File: src/rtl/mii_tx_framer.sv
module mii_tx_framer #(
  parameter int MIN_PAYLOAD = 60,
  parameter int GAP_NIBBLES = 24,
  parameter int PRE_NIBBLES = 15
) (
  input  logic       clk,
  input  logic       rst_n,
  input  logic [7:0] in_data,
  input  logic       in_valid,
  input  logic       in_last,
  input  logic       in_err,
  output logic       in_ready,
  output logic [3:0] txd,
  output logic       tx_en,
  output logic       tx_er
);
  localparam int CMAX = (GAP_NIBBLES > PRE_NIBBLES) ? GAP_NIBBLES : PRE_NIBBLES;
  localparam int CW   = $clog2(CMAX + 1);
  localparam int NBW  = $clog2(MIN_PAYLOAD + 1);

  typedef enum logic [2:0] {S_IDLE, S_PRE, S_SFD, S_DATA, S_PAD, S_FCS, S_GAP} st_t;

  st_t            st;
  logic [CW-1:0]  cnt;
  logic           half;
  logic [7:0]     byte_q;
  logic           err_q, last_q;
  logic [NBW-1:0] nbytes;
  logic [31:0]    crc;

  function automatic logic [31:0] crc_byte(input logic [31:0] c, input logic [7:0] d);
    logic [31:0] r;
    r = c;
    for (int i = 0; i < 8; i++)
      r = (r[0] ^ d[i]) ? ((r >> 1) ^ 32'hEDB88320) : (r >> 1);
    return r;
  endfunction

  logic [7:0]  cur_byte;
  logic [31:0] crc_nx, fcs;
  logic        take, short_pl;
  logic [NBW-1:0] nbytes_inc;

  assign cur_byte   = (st == S_DATA) ? byte_q : 8'h00;
  assign crc_nx     = crc_byte(crc, cur_byte);
  assign fcs        = ~crc;
  assign in_ready   = (st == S_SFD) || (st == S_DATA && half && !last_q);
  assign take       = in_ready && in_valid;
  assign short_pl   = (int'(nbytes) + 1) < MIN_PAYLOAD;
  assign nbytes_inc = (int'(nbytes) >= MIN_PAYLOAD) ? nbytes : nbytes + NBW'(1);
  assign tx_en      = (st != S_IDLE) && (st != S_GAP);
  assign tx_er      = (st == S_DATA) && err_q;

  always_comb begin
    case (st)
      S_PRE:          txd = 4'h5;
      S_SFD:          txd = 4'hD;
      S_DATA, S_PAD:  txd = half ? cur_byte[7:4] : cur_byte[3:0];
      S_FCS:          txd = fcs[{cnt[2:0], 2'b00} +: 4];
      default:        txd = 4'h0;
    endcase
  end

  always_ff @(posedge clk) begin
    if (!rst_n) begin
      st     <= S_IDLE;
      cnt    <= '0;
      half   <= 1'b0;
      byte_q <= 8'h00;
      err_q  <= 1'b0;
      last_q <= 1'b0;
      nbytes <= '0;
      crc    <= 32'hFFFF_FFFF;
    end else begin
      if (take) begin
        byte_q <= in_data;
        err_q  <= in_err;
        last_q <= in_last;
      end
      case (st)
        S_IDLE: if (in_valid) begin
          st     <= S_PRE;
          cnt    <= '0;
          nbytes <= '0;
          crc    <= 32'hFFFF_FFFF;
        end
        S_PRE: begin
          if (cnt == CW'(PRE_NIBBLES - 1)) st <= S_SFD;
          else cnt <= cnt + CW'(1);
        end
        S_SFD: begin
          half <= 1'b0;
          st   <= take ? S_DATA : S_PAD;
        end
        S_DATA, S_PAD: begin
          if (!half) half <= 1'b1;
          else begin
            half   <= 1'b0;
            crc    <= crc_nx;
            nbytes <= nbytes_inc;
            if (take) st <= S_DATA;
            else if (short_pl) st <= S_PAD;
            else begin
              st  <= S_FCS;
              cnt <= '0;
            end
          end
        end
        S_FCS: begin
          if (cnt == CW'(7)) begin
            st  <= S_GAP;
            cnt <= '0;
          end else cnt <= cnt + CW'(1);
        end
        S_GAP: begin
          if (cnt == CW'(GAP_NIBBLES - 1)) st <= S_IDLE;
          else cnt <= cnt + CW'(1);
        end
        default: st <= S_IDLE;
      endcase
    end
  end
endmodule


File: config.mk
export PLATFORM = sky130hd
export DESIGN_NAME = mii_tx_framer
export DESIGN_NICKNAME = d
export VERILOG_FILES = /design/src/rtl/mii_tx_framer.sv
export SDC_FILE = /design/constraint.sdc
export NUM_CORES = 1
export LEC_CHECK = 0
export BUFFER_PORTS_ARGS = -buffer_cell sky130_fd_sc_hd__buf_2
export CORE_MARGIN = 5
export CORE_UTILIZATION = 55
export CTS_BUF_LIST = sky130_fd_sc_hd__clkbuf_2 sky130_fd_sc_hd__clkbuf_4 sky130_fd_sc_hd__clkbuf_8
export DETAILED_ROUTE_END_ITERATION = 10
export GPL_TIMING_DRIVEN = 0
export PLACE_DENSITY = 0.77
export SYNTH_ARGS = -nofsm -noshare
export SYNTH_HDL_FRONTEND = slang
export SYNTH_SLANG_ARGS = --single-unit
File: constraint.sdc
create_clock -name clk -period 3 [get_ports clk]
set_clock_uncertainty 0.1 [all_clocks]
set_input_delay 0 -clock clk [delete_from_list [all_inputs] [get_ports clk]]
set_output_delay 0 -clock clk [all_outputs]
set_load 0.01 [all_outputs]
==> run_results.csv, run 1 <==
group,metric,value,unit
worst_setup_path,cp-end-kind,"flip-flop",
power,p_per_area,554,nW/um^2
synth,synth_area_per_cell,8.75,sq um
grt,antenna_found_initial,0,
grt,track_usage,0.247,
synth,synth_edf_count,0,
worst_setup_path,cp.arrival,2.97,ns
cts,cts_sinks,57,
power,peakVddDrop,0.000508,V
routing,via_per_inst,6.21,
worst_hold_path,hold_end,"err_q",
timing,max_freq,354,MHz
routing,dr.pass1.iters,5,
worst_hold_path,whs_path_depth,4,
placed_design,dpl_cell_area,3770,sq um
placed_design,port_buffers,18,
cells_and_area,antenna_cells,0,
timing,hold_viol,0,
synth,async_reset_ff_frac,0,
worst_hold_path,hold_start,"in_err",
worst_setup_path,ff2ff_path_depth,8,
floorplanning,die_h,90.7,um
grt,grt_overflow,0,
synth,ys_ff_latch,57,
cells_and_area,final_cell_mix,"dfxtp_1 (57), xnor2_1 (48), a21oi_1 (38)",
power,leakagePower,1.35,nW
status,status,"complete, no violations",
placed_design,place_congestion,0.918,
timing,setup_viol,0,
timing,relSlewSlack,0.462,
cts,cts_max_level,3,
timing,worstMarginPinSlew,0.805,ns
routing,drcViolationCount,0,
flow_run,drv_cap,0,
cts,cts_made_buffers,9,
synth,ys_seq_area_frac,0.319,
floorplanning,start_util,0.564,
synth,syn_nets,425,
placed_design,hpwl,6710,um
synth,synthesis.area,3580,sq um
routing,wire_per_inst,18.2,um
cells_and_area,nets,466,
cts,cts_tree,"done",
cells_and_area,final_common_cell,"dfxtp_1",
timing,fin_crit,2.83,ns
cts,clk_pin_slew_worst_paths,0.07,ns
cts,clock_latency,0.35,ns
synth,yosys-top-cells-area,"dfxtp_1 (32%), xnor2_1 (12%), a21oi_1 (5.3%)",
routing,ant_nets,0,
routing,drt-total-wl,9670,um
worst_setup_path,r2r_start,"st[0]",
timing,slew_violations,0,
worst_hold_path,hp-class,"in2reg",
synth,ys.flop_type,"dfxtp_1",
timing,rsz0062_at_grt,"no",
cells_and_area,area_delta_synth_final,14.4,%
worst_setup_path,r2r_slack,0.17,ns
routing,drt_iter0_drc,284,
grt,grt_max_degree,11,
timing,fin_crit_sh,0.942,
synth,syn_inst,409,
synth,yosysWarnings,0,
floorplanning,die_w,90.7,um
floorplanning,io-pin-count,20,
cells_and_area,layout-drive-gt1-share,0.141,
synth,yosys.area.top_type,"dfxtp_1",
synth,yosysUniqueCellTypes,53,
floorplanning,core,6350,sq um
synth,synth_top_area_share,0.319,
power,power,2.27,mW
floorplanning,core.rowCount,29,
cts,cts_setup_buffers,0,
worst_setup_path,path_max_fanout,10,
cells_and_area,fin_util,0.645,
grt,grt_pass1_vias,3219,
worst_setup_path,start_kind,"flip-flop",
cts,cts_root_buffer,"clkbuf_8",
grt,grt_pass1_wl,16200,um
cells_and_area,finish.instance_area,4100,sq um
worst_setup_path,path_class,"reg2reg",
routing,vias,3305,
cts,clockBufferDepth,2,
worst_setup_path,required,3.14,ns
timing,tns,0,ns
worst_setup_path,r2r-end,"crc[5]",
floorplanning,die_area,8220,sq um
==> per-stage QoR <==
stage	worst slack, ns	hold WS [ns]	cells
after CTS	0.0266	0.344	532
after detailed placement	0.0425	0.161	504
final	0.173	0.353	532
after floorplan	0.686	0.0475	409
after global placement	0.0624	0.154	504
after global routing	0.0640	0.375	532
==> cells in the mapped netlist, drive strengths merged (4+ instances only) <==
| cell | n |
|---|---|
| a21oi | 38 |
| a31oi | 6 |
| buf | 7 |
| clkbuf | 19 |
| dfxtp | 57 |
| mux2 | 4 |
| mux4 | 8 |
| nand2 | 36 |
| nand2b | 6 |
| nand3 | 16 |
| nand3b | 5 |
| nand4b | 8 |
| nor2 | 29 |
| nor2b | 11 |
| nor3 | 6 |
| o21ai | 20 |
| o22a | 4 |
| o22ai | 10 |
| xnor2 | 49 |
| xor2 | 23 |
==> metal layers <==
metal	share of wire	GRT usage	routed length (um)	vias to the layer above
met4	0.042	0.115	402	0
li1	-	-	-	1538
met5	0	0	0	-
met1	0.42	0.310	4060	1600
met2	0.48	0.396	4600	129
met3	0.063	0.0625	608	38
==> logic make-up after synthesis <==
logic type	after synthesis	synth area share
flip-flops	57	0.319
buffers and inverters	30	0.0329
adder cells (fa/ha/maj)	3	0.0105
AO/OA/AOI/OAI	95	0.158
XOR/XNOR	76	0.214
AND/OR/NAND/NOR	134	0.197
multiplexers	14	0.0685
==> area by class of cell <==
type	count	area [sq um]
tap	77	96.3
inverter	4	15.0
clock buffer	14	186
multi-input combinational	322	2330
buffer	26	104
fill	537	2250
clock inverter	2	10.0
timing repair buffer	30	210
sequential	57	1140
==> state kept, by name, summed over array words and instances, names as in the netlist <==
| register | count |
|---|---|
| byte_q | 8 |
| cnt | 5 |
| err_q | 1 |
| last_q | 1 |
| crc | 32 |
| st | 3 |
| half | 1 |
| nbytes | 6 |
==> timing repair <==
| action | in CTS | in global routing |
|---|---|---|
| endpoints found under the hold margin | 16 | 0 |
| gates resized for setup | 0 | 4 |
| setup endpoints to repair | 0 | 15 |
| hold buffers | 12 | 0 |
==> worst max-delay path by stage <==
stage           start       to  slack [ns]  cells past startpoint
2_1_floorplan  cnt[0]   cnt[4]        0.69                      8
3_3_place_gp    st[2]  crc[24]        0.06                      8
3_5_place_dp    st[2]  crc[25]        0.04                      8
4_1_cts         st[2]  crc[19]        0.03                      8
5_1_grt         st[0]   cnt[4]        0.06                      8
6_report        st[0]   crc[5]        0.17                      8
==> power breakdown <==
group          leakage (nW)  switching, mW  internal, mW
logic                 0.786          0.481         0.264
registers             0.461         0.0347         0.794
clock network         0.106          0.299         0.396
total                  1.35          0.815          1.45
==> worst max-delay path, cell delays in order, from the launching register on <==
cell and delay [ns]:
dfxtp_1 0.31, buf_2 0.19, clkbuf_1 0.39, nand4b_1 0.22, xor2_1 0.49, xnor2_1 0.28
xnor2_1 0.44, xnor2_1 0.13, o22a_1 0.17
Note: power is estimated with default switching activity, not from simulation.
==> run 2, diff against run 1 <==
--- a/config.mk
+++ b/config.mk
@@ -6,6 +6,7 @@
 export NUM_CORES = 1
 export LEC_CHECK = 0
 export BUFFER_PORTS_ARGS = -buffer_cell sky130_fd_sc_hd__buf_2
+export CAP_MARGIN = 10
 export CORE_MARGIN = 5
 export CORE_UTILIZATION = 55
 export CTS_BUF_LIST = sky130_fd_sc_hd__clkbuf_2 sky130_fd_sc_hd__clkbuf_4 sky130_fd_sc_hd__clkbuf_8
==> constraint.sdc (replaced) <==
create_clock -name clk -period 3.55 [get_ports clk]
set_clock_uncertainty 0.1 [all_clocks]
set_input_delay 0 -clock clk [delete_from_list [all_inputs] [get_ports clk]]
set_output_delay 0 -clock clk [all_outputs]
set_load 0.01 [all_outputs]
==> run 2 against run 1 <==
  * Via count fell by 0.61%
  * Sequential power is 15% lower
  * Non-clock buffer count unchanged
  * Fmax fell by 8.0%
  * Flip-flop and latch count did not move
  * Clock power fell by 16%
  * Critical endpoint is now crc[4]
  * Largest cell class unchanged
  * Highest routed layer unchanged
==> run_results.csv, run 2 (synthesis results as in run 1) <==
group,metric,value,unit
floorplanning,die_w,90.7,um
worst_setup_path,r2r_start,"st[2]",
worst_setup_path,cp-end-kind,"flip-flop",
cells_and_area,final_common_cell,"dfxtp_1",
floorplanning,die_area,8220,sq um
cts,cts_root_buffer,"clkbuf_8",
cells_and_area,nets,466,
worst_setup_path,critPathBufInv,2,
worst_setup_path,cp.arrival,3.19,ns
cells_and_area,fill_cells,541,
floorplanning,io-pin-count,20,
worst_setup_path,start_kind,"flip-flop",
cts,clock_latency,0.35,ns
floorplanning,core,6350,sq um
power,power,1.91,mW
timing,relSlewSlack,0.467,
grt,grt_pass1_wl,16200,um
timing,setup_viol,0,
status,status,"complete, no violations",
cts,cts_sinks,57,
cells_and_area,antenna_cells,0,
timing,tns,0,ns
cells_and_area,layout-drive-gt1-share,0.134,
routing,vias,3285,
routing,ant_nets,0,
timing,fin_crit_sh,0.866,
cells_and_area,area_delta_synth_final,14.1,%
cts,cts_setup_buffers,0,
worst_setup_path,cp.depth,8,
worst_setup_path,path_class,"reg2reg",
placed_design,hpwl,6710,um
routing,via_per_inst,6.17,
worst_setup_path,crit_top_cell,"clkbuf_1",
cells_and_area,fin_cells,532,
cells_and_area,top_register,"crc",
power,leakagePower,1.35,nW
cells_and_area,largest_register_ffs,32,
worst_setup_path,r2r-end,"crc[4]",
worst_setup_path,required,3.67,ns
flow_run,drv_cap,0,
timing,max_freq,325,MHz
placed_design,place_congestion,0.918,
cts,clockBufferDepth,2,
worst_setup_path,critical_path.endpoint,"crc[4]",
cts,cts_max_level,3,
grt,grt_max_degree,11,
grt,track_usage,0.247,
grt,antenna_found_initial,0,
grt,grt_pass1_vias,3219,
routing,dr.pass1.iters,5,
cts,post_cts_resized,0,
worst_hold_path,hp-class,"in2reg",
cells_and_area,largestRegisters,"crc x32, byte_q x8, nbytes x6",
worst_setup_path,path_max_fanout,10,
cts,clk_pin_slew_worst_paths,0.06,ns
timing,worstMarginPinSlew,0.797,ns
worst_setup_path,slowest_stage,"a21boi_1",
worst_setup_path,r2r_slack,0.48,ns
timing,hold_viol,0,
grt,grt_overflow,0,
floorplanning,die_h,90.7,um
timing,fin_crit,3.07,ns
routing,drcViolationCount,0,
power,peakVddDrop,0.000427,V
floorplanning,start_util,0.564,
placed_design,port_buffers,18,
routing,drt-total-wl,9760,um
power,p_per_area,468,nW/um^2
timing,rsz0062_at_grt,"no",
cts,cts_made_buffers,9,
worst_setup_path,max_stage_delay,0.67,ns
timing,slew_violations,0,
worst_setup_path,crit_family,"simple AND/OR/NAND/NOR gates",
routing,drt_iter0_drc,302,
floorplanning,core.rowCount,29,
routing,wire_per_inst,18.3,um
worst_setup_path,startpoint,"st[2]",
cells_and_area,final_cell_mix,"dfxtp_1 (57), xnor2_1 (48), a21oi_1 (38)",
worst_setup_path,ff2ff_path_depth,8,
placed_design,placed_cells,504,
worst_setup_path,path_cells,"nand3b_1 > a21boi_1 > nor2b_1 > or3_1 > clkbuf_1 > clkbuf_1 > nor2_1 > a21oi_1",
cts,cts_tree,"done",
[run 2: power by group]
| group | switching [mW] | internal, mW | total [mW] |
|---|---|---|---|
| sequential | 0.0299 | 0.671 | 0.701 |
| clock | 0.251 | 0.335 | 0.586 |
| combinational | 0.403 | 0.220 | 0.622 |
[run 2: layout make-up]
type / count / area [sq um] / share of cell area
multi-input combinational: 322 / 2320 / 0.568
sequential: 57 / 1140 / 0.279
timing repair buffer: 30 / 210 / 0.0515
clock buffer: 14 / 186 / 0.0457
buffer: 26 / 103 / 0.0251
tap: 77 / 96.3 / 0.0236
inverter: 4 / 15.0 / 0.00368
clock inverter: 2 / 10.0 / 0.00245
[run 2: worst min path at each step]
stage | from | to | slack, ns | depth (start not counted)
6_report | in_err | err_q | 0.35 | 4
5_1_grt | in_last | last_q | 0.37 | 4
4_1_cts | in_data[7] | byte_q[7] | 0.34 | 4
3_5_place_dp | in_data[4] | byte_q[4] | 0.16 | 3
3_3_place_gp | in_data[0] | byte_q[0] | 0.15 | 3
2_1_floorplan | in_last | last_q | 0.05 | 2
[run 2: timing repair]
action,CTS,global route
hold buffers,12,0
hold endpoints to repair,16,0
endpoints found under the setup margin,0,0
[run 2: worst register-to-register path, cell delays in order, from the launching register on]
cell      delay, ns
dfxtp_1        0.47
nand3b_1       0.25
a21boi_1       0.67
nor2b_1        0.32
or3_1          0.38
clkbuf_1       0.21
clkbuf_1       0.31
nor2_1         0.17
a21oi_1        0.06
[run 2: through the flow]
| step | worst slack [ns] | utilization | instance area (sq um) | hold WS (ns) |
|---|---|---|---|---|
| finish | 0.477 | 0.643 | 4080 | 0.353 |
| global route | 0.311 | 0.643 | 4080 | 0.375 |
| CTS | 0.577 | 0.643 | 4080 | 0.344 |
| detailed placement | 0.593 | 0.593 | 3770 | 0.161 |
| global placement | 0.612 | 0.593 | 3770 | 0.154 |
| floorplan | 1.24 | - | 3580 | 0.0475 |
[run 2: metal layers]
metal  vias up  track usage  share of wire
met5         -            0              0
met4         0        0.115          0.041
met3        33       0.0625          0.064
met2       127        0.396           0.47
met1      1591        0.310           0.42
li1       1534            -              -
==> run 3, diff against run 2 <==
--- a/config.mk
+++ b/config.mk
@@ -5,6 +5,7 @@
 export SDC_FILE = /design/constraint.sdc
 export NUM_CORES = 1
 export LEC_CHECK = 0
+export ABC_AREA = 1
 export BUFFER_PORTS_ARGS = -buffer_cell sky130_fd_sc_hd__buf_2
 export CAP_MARGIN = 10
 export CORE_MARGIN = 5
==> run 3 against run 2 <==
  * Worst hold slack worse by 0.29 ns
  * Sequential share of layout area is 3.6 points lower
  * Fmax is 25% higher
  * Critical path depth is 1 lower
  * Count of clock-buffer cells in the layout is 4 lower
  * Non-clock buffer count stayed put
  * Area after synthesis is 17% higher
  * Critical path type is now reg2out
==> run_results.csv, run 3 <==
group,metric,value,unit
status,status,"complete, no violations",
timing,fin_crit,2.45,ns
floorplanning,die_area,9460,sq um
grt,grt_overflow,0,
worst_setup_path,r2r_slack,1.13,ns
placed_design,dpl_cell_area,4410,sq um
cells_and_area,nets,733,
worst_setup_path,start_kind,"flip-flop",
worst_setup_path,ff2ff_path_depth,9,
floorplanning,io-pin-count,20,
timing,hold_viol,0,
worst_setup_path,max_stage_delay,0.50,ns
synth,yosys.area.top_type,"dfxtp_1",
worst_hold_path,whs_path_depth,5,
synth,ys_seq_area_frac,0.272,
synth,ys_ff_latch,57,
power,leakagePower,2.12,nW
routing,drt_iter0_drc,525,
cts,cts_sinks,57,
timing,rsz0062_at_grt,"no",
floorplanning,core,7330,sq um
cells_and_area,largestRegisters,"crc x32, byte_q x8, nbytes x6",
cells_and_area,final_cell_mix,"nand2_1 (202), nand3_1 (66), a21oi_1 (61)",
worst_hold_path,hp-class,"in2reg",
routing,drt-total-wl,13500,um
cts,cts_max_level,3,
placed_design,hpwl,9680,um
synth,yosysWarnings,0,
synth,synth_common_cells,"nand2_1 (202), nand3_1 (66), a21oi_1 (61), dfxtp_1 (57), inv_1 (57)",
synth,synthesis.area,4190,sq um
cells_and_area,layout-drive-gt1-share,0.112,
worst_setup_path,r2r-end,"crc[15]",
grt,grt_use_met3,0.0510,
synth,yosysUniqueCellTypes,38,
floorplanning,core.rowCount,31,
grt,grt_max_degree,11,
cts,post_cts_resized,0,
routing,wire_per_inst,16.4,um
timing,max_freq,408,MHz
grt,top_usage_layer,"met2",
worst_setup_path,cp-end-kind,"output port",
floorplanning,start_util,0.571,
placed_design,place_congestion,1.04,
cells_and_area,finish.instance_area,4690,sq um
synth,synth_edf_count,0,
cells_and_area,largest_register_ffs,32,
cells_and_area,antenna_cells,0,
cts,cts_tree,"done",
timing,slew_violations,0,
cells_and_area,area_delta_synth_final,11.9,%
worst_hold_path,hold_end,"st[1]",
grt,antenna_found_initial,0,
routing,via_per_inst,5.89,
timing,setup_viol,0,
grt,use_met2,0.446,
cts,cts_setup_buffers,0,
flow_run,drv_cap,0,
grt,gr-usage-met1,0.366,
synth,synth_top_area_share,0.272,
routing,drcViolationCount,0,
grt,grt_pass1_wl,21400,um
cells_and_area,final_common_cell,"nand2_1",
cts,clockBufferDepth,2,
worst_setup_path,cp.arrival,2.35,ns
synth,synth_area_per_cell,6.20,sq um
synth,syn_nets,692,
timing,tns,0,ns
placed_design,port_buffers,19,
worst_setup_path,required,3.45,ns
synth,yosys-top-cells-area,"dfxtp_1 (27%), nand2_1 (18%), nand3_1 (7.9%)",
synth,syn_inst,676,
cts,clock_latency,0.35,ns
cells_and_area,fill_cells,697,
synth,async_reset_ff_frac,0,
timing,worstMarginPinSlew,0.648,ns
power,peakVddDrop,0.000371,V
timing,fin_crit_sh,0.691,
grt,track_usage,0.278,
cts,clk_pin_slew_worst_paths,0.07,ns
synth,synth.most_common_cell,"nand2_1",
worst_setup_path,r2r_start,"st[1]",
cells_and_area,top_register,"crc",
grt,grt_pass1_vias,4383,
worst_setup_path,path_max_fanout,10,
floorplanning,die_h,97.3,um
power,p_per_area,996,nW/um^2
worst_setup_path,slowest_stage,"clkbuf_1",
cts,cts_root_buffer,"clkbuf_8",
timing,relSlewSlack,0.568,
synth,ys.flop_type,"dfxtp_1",
routing,dr.pass1.iters,5,
worst_setup_path,path_class,"reg2out",
worst_setup_path,path_cells,"clkbuf_1 > clkbuf_1 > o211ai_1 > nand3_1 > nand3_1 > o211ai_1 > buf_2",
routing,vias,4826,
worst_hold_path,hold_start,"in_valid",
cts,cts_made_buffers,9,
floorplanning,die_w,97.3,um
routing,ant_nets,0,
## run 3: cell types whose count changed in the layout (fill, tap and decap cells not counted), moves of 13 or more
cell	delta
nand2_1	+166
inv_1	+54
nand3_1	+50
xnor2_1	-45
o21ai_0	+28
a21oi_1	+23
o211ai_1	+19
nor2_1	+16
nand4_1	+14
nand2_2	+13
## run 3: final cells by class
class	instances	area (sq um)	share of cell area
plain buffers	26	131	0.0280
clock buffers	10	138	0.0294
clock inverters	5	32.5	0.00694
inverters	62	233	0.0496
multi-input cells	531	2680	0.572
flip-flops and latches	57	1140	0.243
well taps	99	124	0.0264
repair buffers	30	205	0.0438
## run 3: kinds of logic after synthesis
group / Yosys count / synth area share
simple gates: 357 / 0.378
compound gates: 145 / 0.195
buf+inv: 88 / 0.0869
flops: 57 / 0.272
xor+xnor: 26 / 0.0579
fa+ha+maj: 3 / 0.00896
## run 3: worst max path at each step
stage | start | to | slack [ns] | cells past startpoint
final | cnt[1] | txd[1] | 1.10 | 7
after global routing | st[2] | crc[8] | 0.95 | 14
after floorplan | st[1] | crc[18] | 1.71 | 14
after detailed placement | st[2] | crc[23] | 1.22 | 14
after global placement | st[2] | crc[23] | 1.24 | 14
after CTS | cnt[1] | txd[2] | 1.18 | 7
## run 3: layer usage
metal,wire length (um),vias up
li1,-,2327
met5,0,-
met3,1270,43
met2,6180,254
met4,345,0
met1,5680,2202
## run 3: report_power, final
part | total (mW) | internal (mW) | switching [mW]
Sequential | 1.10 | 0.865 | 0.233
Clock | 0.556 | 0.266 | 0.290
Combinational | 3.01 | 0.940 | 2.07
Total | 4.67 | 2.07 | 2.60
## run 3: worst max-delay path, delay by kind of cell, from the launching register on
kind / cells / cell delay, ns
AOI/OAI and AO/OA: 2 / 0.30
buffers and inverters: 3 / 1.12
DFF: 1 / 0.36
and+or+nand+nor: 2 / 0.23
## run 3: metrics by stage
step,setup WS [ns],total power [mW],utilization,hold WS [ns],std cells
global route,0.951,5.02,0.640,0.0990,820
global placement,1.24,3.90,0.601,0.149,794
floorplan,1.71,3.26,-,0.0384,676
CTS,1.18,4.55,0.640,0.0481,820
detailed placement,1.22,3.99,0.601,0.172,794
finish,1.10,4.67,0.640,0.0605,820
## run 3: what timing repair did
item,4_1_cts,5_1_grt
endpoints found under the hold margin,10,0
hold buffers,11,0
endpoints found under the setup margin,0,0
